**config.mk**
```make
export PLATFORM = sky130hd
export DESIGN_NAME = dmem_bank_resolver
export DESIGN_NICKNAME = d
export VERILOG_FILES = /design/src/rtl/dmem_bank_pkg.sv /design/src/rtl/dmem_bank_ctrl.sv /design/src/rtl/dmem_bank_dpath.sv /design/src/rtl/dmem_bank_resolver.sv
export SDC_FILE = /design/constraint.sdc
export NUM_CORES = 1
export LEC_CHECK = 0
export BUFFER_PORTS_ARGS = -buffer_cell sky130_fd_sc_hd__clkbuf_2
export CORE_MARGIN = 2
export CORE_UTILIZATION = 35
export CTS_BUF_LIST = sky130_fd_sc_hd__clkbuf_8 sky130_fd_sc_hd__clkbuf_16
export DETAILED_ROUTE_END_ITERATION = 8
export PLACE_DENSITY = 0.68
export SLEW_MARGIN = 20
export SYNTH_ARGS = -nofsm -noshare
export SYNTH_HDL_FRONTEND = slang
export SYNTH_HIERARCHICAL = 1
export SYNTH_SLANG_ARGS = --single-unit
```
**constraint.sdc**
```tcl
create_clock -name clk -period 0.8 [get_ports clk]
set_input_delay 0.12 -clock clk [delete_from_list [all_inputs] [get_ports clk]]
set_output_delay 0.12 -clock clk [all_outputs]
set_load 0.02 [all_outputs]
```
**src/rtl/dmem_bank_pkg.sv**
```systemverilog
package dmem_bank_pkg;
  localparam int OFF_W  = 8;
  localparam int BANK_W = 4;
  localparam int ADDR_W = OFF_W + BANK_W;
  localparam int NUM_BANKS = 1 << BANK_W;

  typedef enum logic [1:0] {
    CLS_DIRECT = 2'd0,
    CLS_BIT    = 2'd1,
    CLS_PORT   = 2'd2,
    CLS_RSVD   = 2'd3
  } addr_class_e;

  typedef struct packed {
    logic              load;
    logic              okay;
    logic              pair;
    logic [BANK_W-1:0] bank;
  } resolve_strobe_t;
endpackage

```
**src/rtl/dmem_bank_ctrl.sv**
```systemverilog
module dmem_bank_ctrl
  import dmem_bank_pkg::*;
#(
  parameter int              RAM_BANKS   = 2,
  parameter logic [BANK_W-1:0] PERIPH_BANK = 4'hF,
  parameter logic [OFF_W-1:0]  PERIPH_OFF  = 8'h80,
  parameter logic [OFF_W-1:0]  PORT_OFF    = 8'hC0,
  parameter logic [OFF_W/2-1:0] BIT_GRP_A  = 4'hB,
  parameter logic [OFF_W/2-1:0] BIT_GRP_B  = 4'hF
) (
  input  logic              reqValid,
  input  logic [1:0]        addrClass,
  input  logic [OFF_W-1:0]  operand,
  input  logic              bankEnable,
  input  logic [BANK_W-1:0] bankSel,
  input  logic              pairAccess,
  output resolve_strobe_t   strobe
);
  localparam int NIB_W = OFF_W / 2;

  logic             bankLegal [NUM_BANKS];
  logic [OFF_W-1:0] bankFloor [NUM_BANKS];

  // Bank population map: RAM banks are full, the peripheral bank starts at PERIPH_OFF.
  for (genvar g = 0; g < NUM_BANKS; g++) begin : g_bankMap
    if (g < RAM_BANKS) begin : g_ram
      assign bankLegal[g] = 1'b1;
      assign bankFloor[g] = '0;
    end else if (g == int'(PERIPH_BANK)) begin : g_periph
      assign bankLegal[g] = 1'b1;
      assign bankFloor[g] = PERIPH_OFF;
    end else begin : g_absent
      assign bankLegal[g] = 1'b0;
      assign bankFloor[g] = '1;
    end
  end

  addr_class_e      cls;
  logic [BANK_W-1:0] bankPick;
  logic              rangeOk;
  logic              parityOk;

  assign cls = addr_class_e'(addrClass);

  always_comb begin
    bankPick = '0;
    rangeOk  = 1'b0;
    unique case (cls)
      CLS_DIRECT: begin
        if (bankEnable) begin
          bankPick = bankSel;
        end else if (operand >= PERIPH_OFF) begin
          bankPick = PERIPH_BANK;
        end else begin
          bankPick = '0;
        end
        rangeOk = bankLegal[bankPick] && (operand >= bankFloor[bankPick]);
      end
      CLS_BIT: begin
        bankPick = PERIPH_BANK;
        rangeOk  = (operand[OFF_W-1:NIB_W] == BIT_GRP_A) ||
                   (operand[OFF_W-1:NIB_W] == BIT_GRP_B);
      end
      CLS_PORT: begin
        bankPick = PERIPH_BANK;
        rangeOk  = (operand >= PORT_OFF);
      end
      default: begin
        bankPick = '0;
        rangeOk  = 1'b0;
      end
    endcase
  end

  assign parityOk = !(pairAccess && operand[0]);

  always_comb begin
    strobe.load = reqValid;
    strobe.okay = rangeOk && parityOk;
    strobe.pair = pairAccess;
    strobe.bank = bankPick;
  end

  // Immediate check: short-form classes never leave the peripheral bank
  always_comb begin
    if (reqValid && (cls == CLS_BIT || cls == CLS_PORT)) begin
      AST_SHORT_PINNED: assert (bankPick == PERIPH_BANK);
    end
  end
endmodule

```
**src/rtl/dmem_bank_dpath.sv**
```systemverilog
module dmem_bank_dpath
  import dmem_bank_pkg::*;
(
  input  logic              clk,
  input  logic              rstN,
  input  resolve_strobe_t   strobe,
  input  logic [OFF_W-1:0]  operand,
  output logic              rspValid,
  output logic              accessOk,
  output logic [ADDR_W-1:0] physAddr,
  output logic [ADDR_W-1:0] physAddrHi
);
  logic [ADDR_W-1:0] loAddr;
  logic [ADDR_W-1:0] hiAddr;

  assign loAddr = {strobe.bank, operand};
  assign hiAddr = {strobe.bank, operand[OFF_W-1:1], operand[0] | strobe.pair};

  always_ff @(posedge clk or negedge rstN) begin
    if (!rstN) begin
      rspValid   <= 1'b0;
      accessOk   <= 1'b0;
      physAddr   <= '0;
      physAddrHi <= '0;
    end else begin
      rspValid <= strobe.load;
      if (strobe.load) begin
        accessOk   <= strobe.okay;
        physAddr   <= strobe.okay ? loAddr : '0;
        physAddrHi <= strobe.okay ? hiAddr : '0;
      end
    end
  end

  AST_REJECT_ZERO: assert property (@(posedge clk) disable iff (!rstN)
    (rspValid && !accessOk) |-> (physAddr == '0 && physAddrHi == '0));
endmodule

```
**src/rtl/dmem_bank_resolver.sv**
```systemverilog
module dmem_bank_resolver
  import dmem_bank_pkg::*;
#(
  parameter int RAM_BANKS = 2
) (
  input  logic              clk,
  input  logic              rstN,
  input  logic              reqValid,
  input  logic [1:0]        addrClass,
  input  logic [OFF_W-1:0]  operand,
  input  logic              bankEnable,
  input  logic [BANK_W-1:0] bankSel,
  input  logic              pairAccess,
  output logic              rspValid,
  output logic              accessOk,
  output logic [ADDR_W-1:0] physAddr,
  output logic [ADDR_W-1:0] physAddrHi
);
  resolve_strobe_t strobe;

  dmem_bank_ctrl #(.RAM_BANKS(RAM_BANKS)) ctrl_i (
    .reqValid  (reqValid),
    .addrClass (addrClass),
    .operand   (operand),
    .bankEnable(bankEnable),
    .bankSel   (bankSel),
    .pairAccess(pairAccess),
    .strobe    (strobe)
  );

  dmem_bank_dpath dpath_i (
    .clk       (clk),
    .rstN      (rstN),
    .strobe    (strobe),
    .operand   (operand),
    .rspValid  (rspValid),
    .accessOk  (accessOk),
    .physAddr  (physAddr),
    .physAddrHi(physAddrHi)
  );

  AST_RSP_FOLLOWS: assert property (@(posedge clk) disable iff (!rstN)
    reqValid |=> rspValid);

  AST_POPULATED: assert property (@(posedge clk) disable iff (!rstN)
    (rspValid && accessOk) |-> (physAddr < 12'h200 || physAddr >= 12'hF80));

  AST_LEGAL_BANK: assert property (@(posedge clk) disable iff (!rstN)
    (reqValid && addrClass == 2'd0 && bankEnable &&
     bankSel != 4'h0 && bankSel != 4'h1 && bankSel != 4'hF) |=> !accessOk);

  AST_PORT_RANGE: assert property (@(posedge clk) disable iff (!rstN)
    (reqValid && addrClass == 2'd2) |=> (!accessOk || physAddr[11:6] == 6'h3F));

  AST_RSVD_REJECT: assert property (@(posedge clk) disable iff (!rstN)
    (reqValid && addrClass == 2'd3) |=> !accessOk);

  AST_PAIR_EVEN: assert property (@(posedge clk) disable iff (!rstN)
    (reqValid && pairAccess) |=>
      (!accessOk || (physAddr[0] == 1'b0 && physAddrHi == physAddr + 12'd1)));
endmodule

```
==> impl_metrics.toml, run 1 <==
[floorplanning]
die_h_um = 62.0
start_util = 0.358
die_area_um2 = 3840
ios = 45
die_w_um = 62.0
num_rows = 21
core_um2 = 3280

[routing]
wl_um = 2920
wl_per_cell_um = 12.6
drc_errors = 0
ant_nets = 0
num_vias = 1062
vias_per_cell = 4.58
firstDrtPassIters = 4
first_iter_violations = 19

[setup_path]
critical_path_buf_inv_count = 3
cp_slowest_cell = "or3_4"
cp_cell_sequence = "buf_8 -> or3_4 -> nand3_4 -> buf_12 -> ha_4 -> a211oi_2 -> o21ai_2 -> a41oi_2 -> o22ai_2 -> buf_6 -> nand3_2 -> o21ai_1"
start_kind = "primary input"
worst-path-stages = 12
r2r_start = "dpath_i/physAddrHi[0]"
cp-startpoint = "bankSel[2]"
cp.required_ns = 0.93
critical-path-top-delay-family = "compound AO/OA/AOI/OAI gates"
r2r_end = "dpath_i/physAddrHi[0]"
max_stage_delay_ns = 0.40
reg2reg_slack_ns = 0
ff2ff_path_depth = 3
critPathMaxFanout = 7
setup.worst_path.end_class = "flip-flop"
worstPathArrival_ns = 1.94
setup.worst_path.class = "primary input to flip-flop"
crit_end = "dpath_i/physAddr[1]"

[pwr]
power.total_w = 0.00221
p_sw_frac = 0.310
p_switching_w = 0.000686
leakage_nw = 0.889
p_seq_frac = 0.373
power_frac_clock = 0.272
intPower_w = 0.00153
ir_drop_uv = 523
share_comb_of_total_power = 0.355
power.density_nw_per_um2 = 1180

[cells_and_area]
seqCellArea_um2 = 375
layout-drive-gt1-share = 0.591
instances_no_fill = 232
fill_cells = 276
area_growth_pct = 59.1
layout.nets = 218
diodes = 0
multiInputGateArea_um2 = 669
post-route-util = 0.570

[timing]
fin_crit_ns = 1.81
slew_violations = 0
clock_skew_ns = 0
setup_ws_ns = -1.01
setup_viol = 40
fmaxAchievable_mhz = 552
worst_pin_slew_ns = 0.370
maxSlewHeadroom = 0.753
grt_setup_unrepaired = "yes"
fin_crit_sh = 2.27
hold_viol_final = 0

[placement]
pre_cts_ws_ns = -1.26
port_buffers = 44
place_hpwl_um = 2090
dp.cells = 218
gp_congestion = 0.841

[clocking]
htreeDepth = 1
cts_made_buffers = 3
clockBufferDepth = 2
clkTransAtPathRegs_ns = 0.06
insertion_delay_ns = 0.24
cts-root-buf = "clkbuf_8"
cts_tree = "done"
clock_sinks = 15

[worst_hold_path]
hold_class = "primary input to flip-flop"

[global_routing]
antenna_found_initial = 0
overflow = 0
grt_pass1_wl_um = 4070
track_usage = 0.144
first_global_vias = 972
grt_start_max_net_pins = 22

[logic_synthesis]
synthArstFlopShare = 1.00
synth.most_common_cell = "inv_1"
ys_seq_area_frac = 0.319
synth_cell_types = 25
synth_top_area_frac = 0.319
syn_area_per_cell_um2 = 9.26
synth_nets = 158
synthTopCellsByArea = "dfrtp_1 32%, ha_1 13%, buf_4 8.3%"
synth_edf_count = 0
synth-main-ff-cell = "dfrtp_1"
netlist_area_um2 = 1180
synthTopCellsByCount = "18 x inv_1, 15 x dfrtp_1, 13 x buf_4, 12 x ha_1, 12 x nand2_1"
synth_largest_area_cell = "dfrtp_1"
ys_seq_elements = 15
synth_cells = 127
yosys_warnings = 6

[outcome]
violations = "negative setup slack"
status = "finished, violations left"

[job]
drv_cap = 0
worst register-to-register path, cell delays in order, from the launching register on:
cell and delay [ns]:
dfrtp_1 0.39, buf_4 0.14, inv_1 0.08, o22ai_4 0.07
final cells by class:
type | instances | share of cell area
multi-input combinational | 77 | 0.358
timing repair buffer | 72 | 0.350
sequential | 15 | 0.201
inverter | 18 | 0.0361
tap | 46 | 0.0307
clock buffer | 3 | 0.0221
clock inverter | 1 | 0.00267
through the flow:
stage / TNS, ns / cell area, um^2 / hold WS (ns)
2_1_floorplan: -13.36 / 1230 / -0.176
3_3_place_gp: -16.05 / 1500 / 0.0395
3_5_place_dp: -17.19 / 1500 / 0.0490
4_1_cts: -16.87 / 1670 / 0.0953
5_1_grt: -18.89 / 1870 / 0.121
6_report: -17.08 / 1870 / 0.117
logic make-up (layout without fill, tap and decap cells):
kind of cell    after synthesis  count (layout)  share of synthesized area
buf+inv                      35              94                      0.196
compound gates               28              28                      0.178
fa+ha+maj                    12              12                      0.128
simple gates                 37              37                      0.180
flops                        15              15                      0.319
what timing repair did:
item,4_1_cts,5_1_grt
endpoints found under the hold margin,15,0
setup endpoints to repair,40,40
hold buffers,1,0
gates resized for setup,9,80
pin swaps,6,6
buffers inserted,6,3
sequential cells by signal, indices dropped and copies added (netlist names):
register,cells
dpath_i/physAddr,12
dpath_i/rspValid,1
dpath_i/accessOk,1
dpath_i/physAddrHi,1
power by group through the flow:
stage | registers (W) | clock network, W | logic (W)
after global placement | 0.000824 | 0 | 0.000589
after global routing | 0.000828 | 0.000655 | 0.000857
after CTS | 0.000813 | 0.000619 | 0.000691
final | 0.000825 | 0.000602 | 0.000787
after floorplan | 0.000866 | 0 | 0.000365
after detailed placement | 0.000826 | 0 | 0.000608
routing by layer:
metal  wire, um  track usage  up-vias
met2       1630        0.266       34
li1           -            -      528
met4         65       0.0790        0
met3         82       0.0145        8
met5          0            0        -
met1       1140        0.160      492
worst min path at each step:
stage	start	endpoint	slack, ns	cells past startpoint
global route	reqValid	dpath_i/rspValid	0.12	1
finish	reqValid	dpath_i/rspValid	0.12	1
detailed placement	rstN	dpath_i/rspValid	0.05	1
CTS	reqValid	dpath_i/rspValid	0.1	1
floorplan	rstN	dpath_i/accessOk	-0.18	0
global placement	rstN	dpath_i/rspValid	0.04	1
layout by cell type (no fill, tap or decap):
master / synthesis / routed
o22ai_4: 1 / 1
o22ai_2: 1 / 1
clkinv_2: 0 / 1
o21ai_2: 9 / 11
nor2_1: 7 / 7
nand4_1: 1 / 1
ha_1: 12 / 9
buf_4: 13 / 22
ha_4: 0 / 3
buf_6: 1 / 26
clkbuf_8: 1 / 5
inv_1: 18 / 17
nand3_2: 8 / 13
inv_2: 0 / 1
a21boi_1: 1 / 1
nand2b_1: 1 / 1
a21oi_1: 7 / 6
clkbuf_2: 0 / 17
buf_8: 0 / 1
nand3_4: 0 / 1
nand2_1: 12 / 12
nor2b_1: 1 / 1
a32oi_1: 1 / 1
or3_4: 1 / 1
o21ai_1: 5 / 4
dfrtp_1: 15 / 15
dlygate4sd3_1: 0 / 1
a21oi_2: 0 / 1
a211oi_2: 0 / 1
buf_12: 2 / 3
a41oi_2: 0 / 1
(Power assumes the default switching activity.)
==> run 2, diff against run 1 <==
--- a/config.mk
+++ b/config.mk
@@ -5,7 +5,7 @@
 export SDC_FILE = /design/constraint.sdc
 export NUM_CORES = 1
 export LEC_CHECK = 0
-export BUFFER_PORTS_ARGS = -buffer_cell sky130_fd_sc_hd__clkbuf_2
+export BUFFER_PORTS_ARGS = -buffer_cell sky130_fd_sc_hd__buf_2
 export CORE_MARGIN = 2
 export CORE_UTILIZATION = 35
 export CTS_BUF_LIST = sky130_fd_sc_hd__clkbuf_8 sky130_fd_sc_hd__clkbuf_16
==> run 2 against run 1 <==
The run still ends with negative setup slack left. Routed wire length down 3.3%. Via count about the same. Register-to-register slack about the same. Sequential share of layout area about the same. Total power down 0.95%. Sequential cell count unchanged. Combinational power down 2%.
==> impl_metrics.toml, run 2 (synthesis gave the netlist of run 1 again) <==
[floorplanning]
die_area_um2 = 3840
die_w_um = 62.0
core_um2 = 3280
ios = 45
num_rows = 21
die_h_um = 62.0
start_util = 0.358

[timing]
setup_viol = 40
clock_skew_ns = 0
fin_crit_sh = 2.29
fmaxAchievable_mhz = 547
slew_violations = 0
maxSlewHeadroom = 0.781
fin_crit_ns = 1.83
hold_viol_final = 0
worst_pin_slew_ns = 0.328
grt_setup_unrepaired = "yes"
setup_ws_ns = -1.03

[global_routing]
grt_start_max_net_pins = 21
first_global_vias = 1026
grt_pass1_wl_um = 4320
overflow = 0
track_usage = 0.152
antenna_found_initial = 0

[pwr]
ir_drop_uv = 496
leakage_nw = 0.890
p_switching_w = 0.000681
p_seq_frac = 0.376
power.density_nw_per_um2 = 1170
share_comb_of_total_power = 0.353
intPower_w = 0.00151
power_frac_clock = 0.271
p_sw_frac = 0.310

[job]
drv_cap = 0

[clocking]
clock_sinks = 15
htreeDepth = 1
insertion_delay_ns = 0.25
cts-root-buf = "clkbuf_8"
clkTransAtPathRegs_ns = 0.06
clockBufferDepth = 2
cts_made_buffers = 3
cts_tree = "done"

[placement]
gp_congestion = 0.800
port_buffers = 44
dp.cells = 219
place_hpwl_um = 2070
place_area_um2 = 1500

[setup_path]
critPathMaxFanout = 7
setup.worst_path.end_class = "flip-flop"
start_kind = "primary input"
ff2ff_path_depth = 3
crit_end = "dpath_i/physAddr[1]"
cp-startpoint = "bankSel[2]"
r2r_end = "dpath_i/physAddr[9]"
r2r_start = "dpath_i/physAddr[9]"
cp.required_ns = 0.98
reg2reg_slack_ns = 0.01
worstPathArrival_ns = 2.01
setup.worst_path.class = "primary input to flip-flop"

[routing]
vias_per_cell = 4.56
drc_errors = 0
first_iter_violations = 27
num_vias = 1063
firstDrtPassIters = 4
wl_um = 2820
ant_nets = 0
wl_per_cell_um = 12.1

[cells_and_area]
area_growth_pct = 59.4
layout-drive-gt1-share = 0.594
mostFrequentLayoutCells = "30 x buf_6, 25 x buf_4, 18 x inv_1"
instances_no_fill = 233
design_area_um2 = 1870
top_register = "dpath_i/physAddr"
layout.nets = 219
diodes = 0
layout_commonest_cell = "buf_6"
largest_reg_flops = 12

[outcome]
violations = "negative setup slack"
status = "finished, violations left"

[worst_hold_path]
hold_class = "primary input to flip-flop"
[run 2: worst max-delay path, stage by stage]
cell	delay [ns]
buf_6	0.10
or3_4	0.39
nand3_4	0.13
buf_4	0.13
buf_4	0.10
ha_1	0.14
a21oi_1	0.06
o21ai_1	0.14
a41oi_2	0.06
o22ai_2	0.29
buf_6	0.20
nand3_2	0.07
o21ai_1	0.07
[run 2: power by group through the flow]
stage	clock network, W	registers [W]	logic, W
4_1_cts	0.000606	0.000824	0.000727
2_1_floorplan	0	0.000866	0.000365
3_3_place_gp	0	0.000822	0.000597
6_report	0.000594	0.000825	0.000775
3_5_place_dp	0	0.000825	0.000613
5_1_grt	0.000622	0.000828	0.000854
[run 2: what timing repair did]
action                     4_1_cts  5_1_grt
buffers inserted                 5        4
hold buffers                     1        0
resized for setup               58       11
pin swaps                        1        8
hold endpoints to repair        15        0
setup endpoints to repair       40       40
[run 2: cell type report]
| class | instances | area (um^2) |
|---|---|---|
| Clock buffer | 3 | 41.3 |
| Fill cell | 271 | 1410 |
| Timing Repair Buffer | 73 | 636 |
| Sequential cell | 15 | 375 |
| Inverter | 18 | 70.1 |
| Tap cell | 46 | 57.6 |
| Clock inverter | 1 | 3.75 |
| Multi-Input combinational cell | 77 | 691 |
[run 2: metal layers]
layer  track usage  part of all wire  up-vias
li1              -                 -      528
met1         0.166              0.41      503
met2         0.284              0.57       30
met3        0.0145             0.017        2
met4        0.0790            0.0018        0
met5             0                 0        -
[run 2: metrics by stage]
stage | total power, W | TNS [ns] | hold slack (ns) | utilization | setup slack, ns
2_1_floorplan | 0.00123 | -13.36 | -0.176 | - | -0.987
3_3_place_gp | 0.00142 | -16.22 | 0.0283 | 0.458 | -1.18
3_5_place_dp | 0.00144 | -17.11 | 0.0362 | 0.458 | -1.25
4_1_cts | 0.00216 | -16.17 | 0.188 | 0.547 | -0.950
5_1_grt | 0.00230 | -18.73 | 0.201 | 0.571 | -1.11
6_report | 0.00219 | -17.19 | 0.185 | 0.571 | -1.03
[run 2: how the worst min path moves through the flow]
stage,from,endpoint,slack [ns],cells after the start
after CTS,reqValid,dpath_i/accessOk,0.19,3
after floorplan,rstN,dpath_i/accessOk,-0.18,0
after global placement,rstN,dpath_i/rspValid,0.03,1
final,reqValid,dpath_i/accessOk,0.18,3
after detailed placement,rstN,dpath_i/rspValid,0.04,1
after global routing,reqValid,dpath_i/accessOk,0.20,3
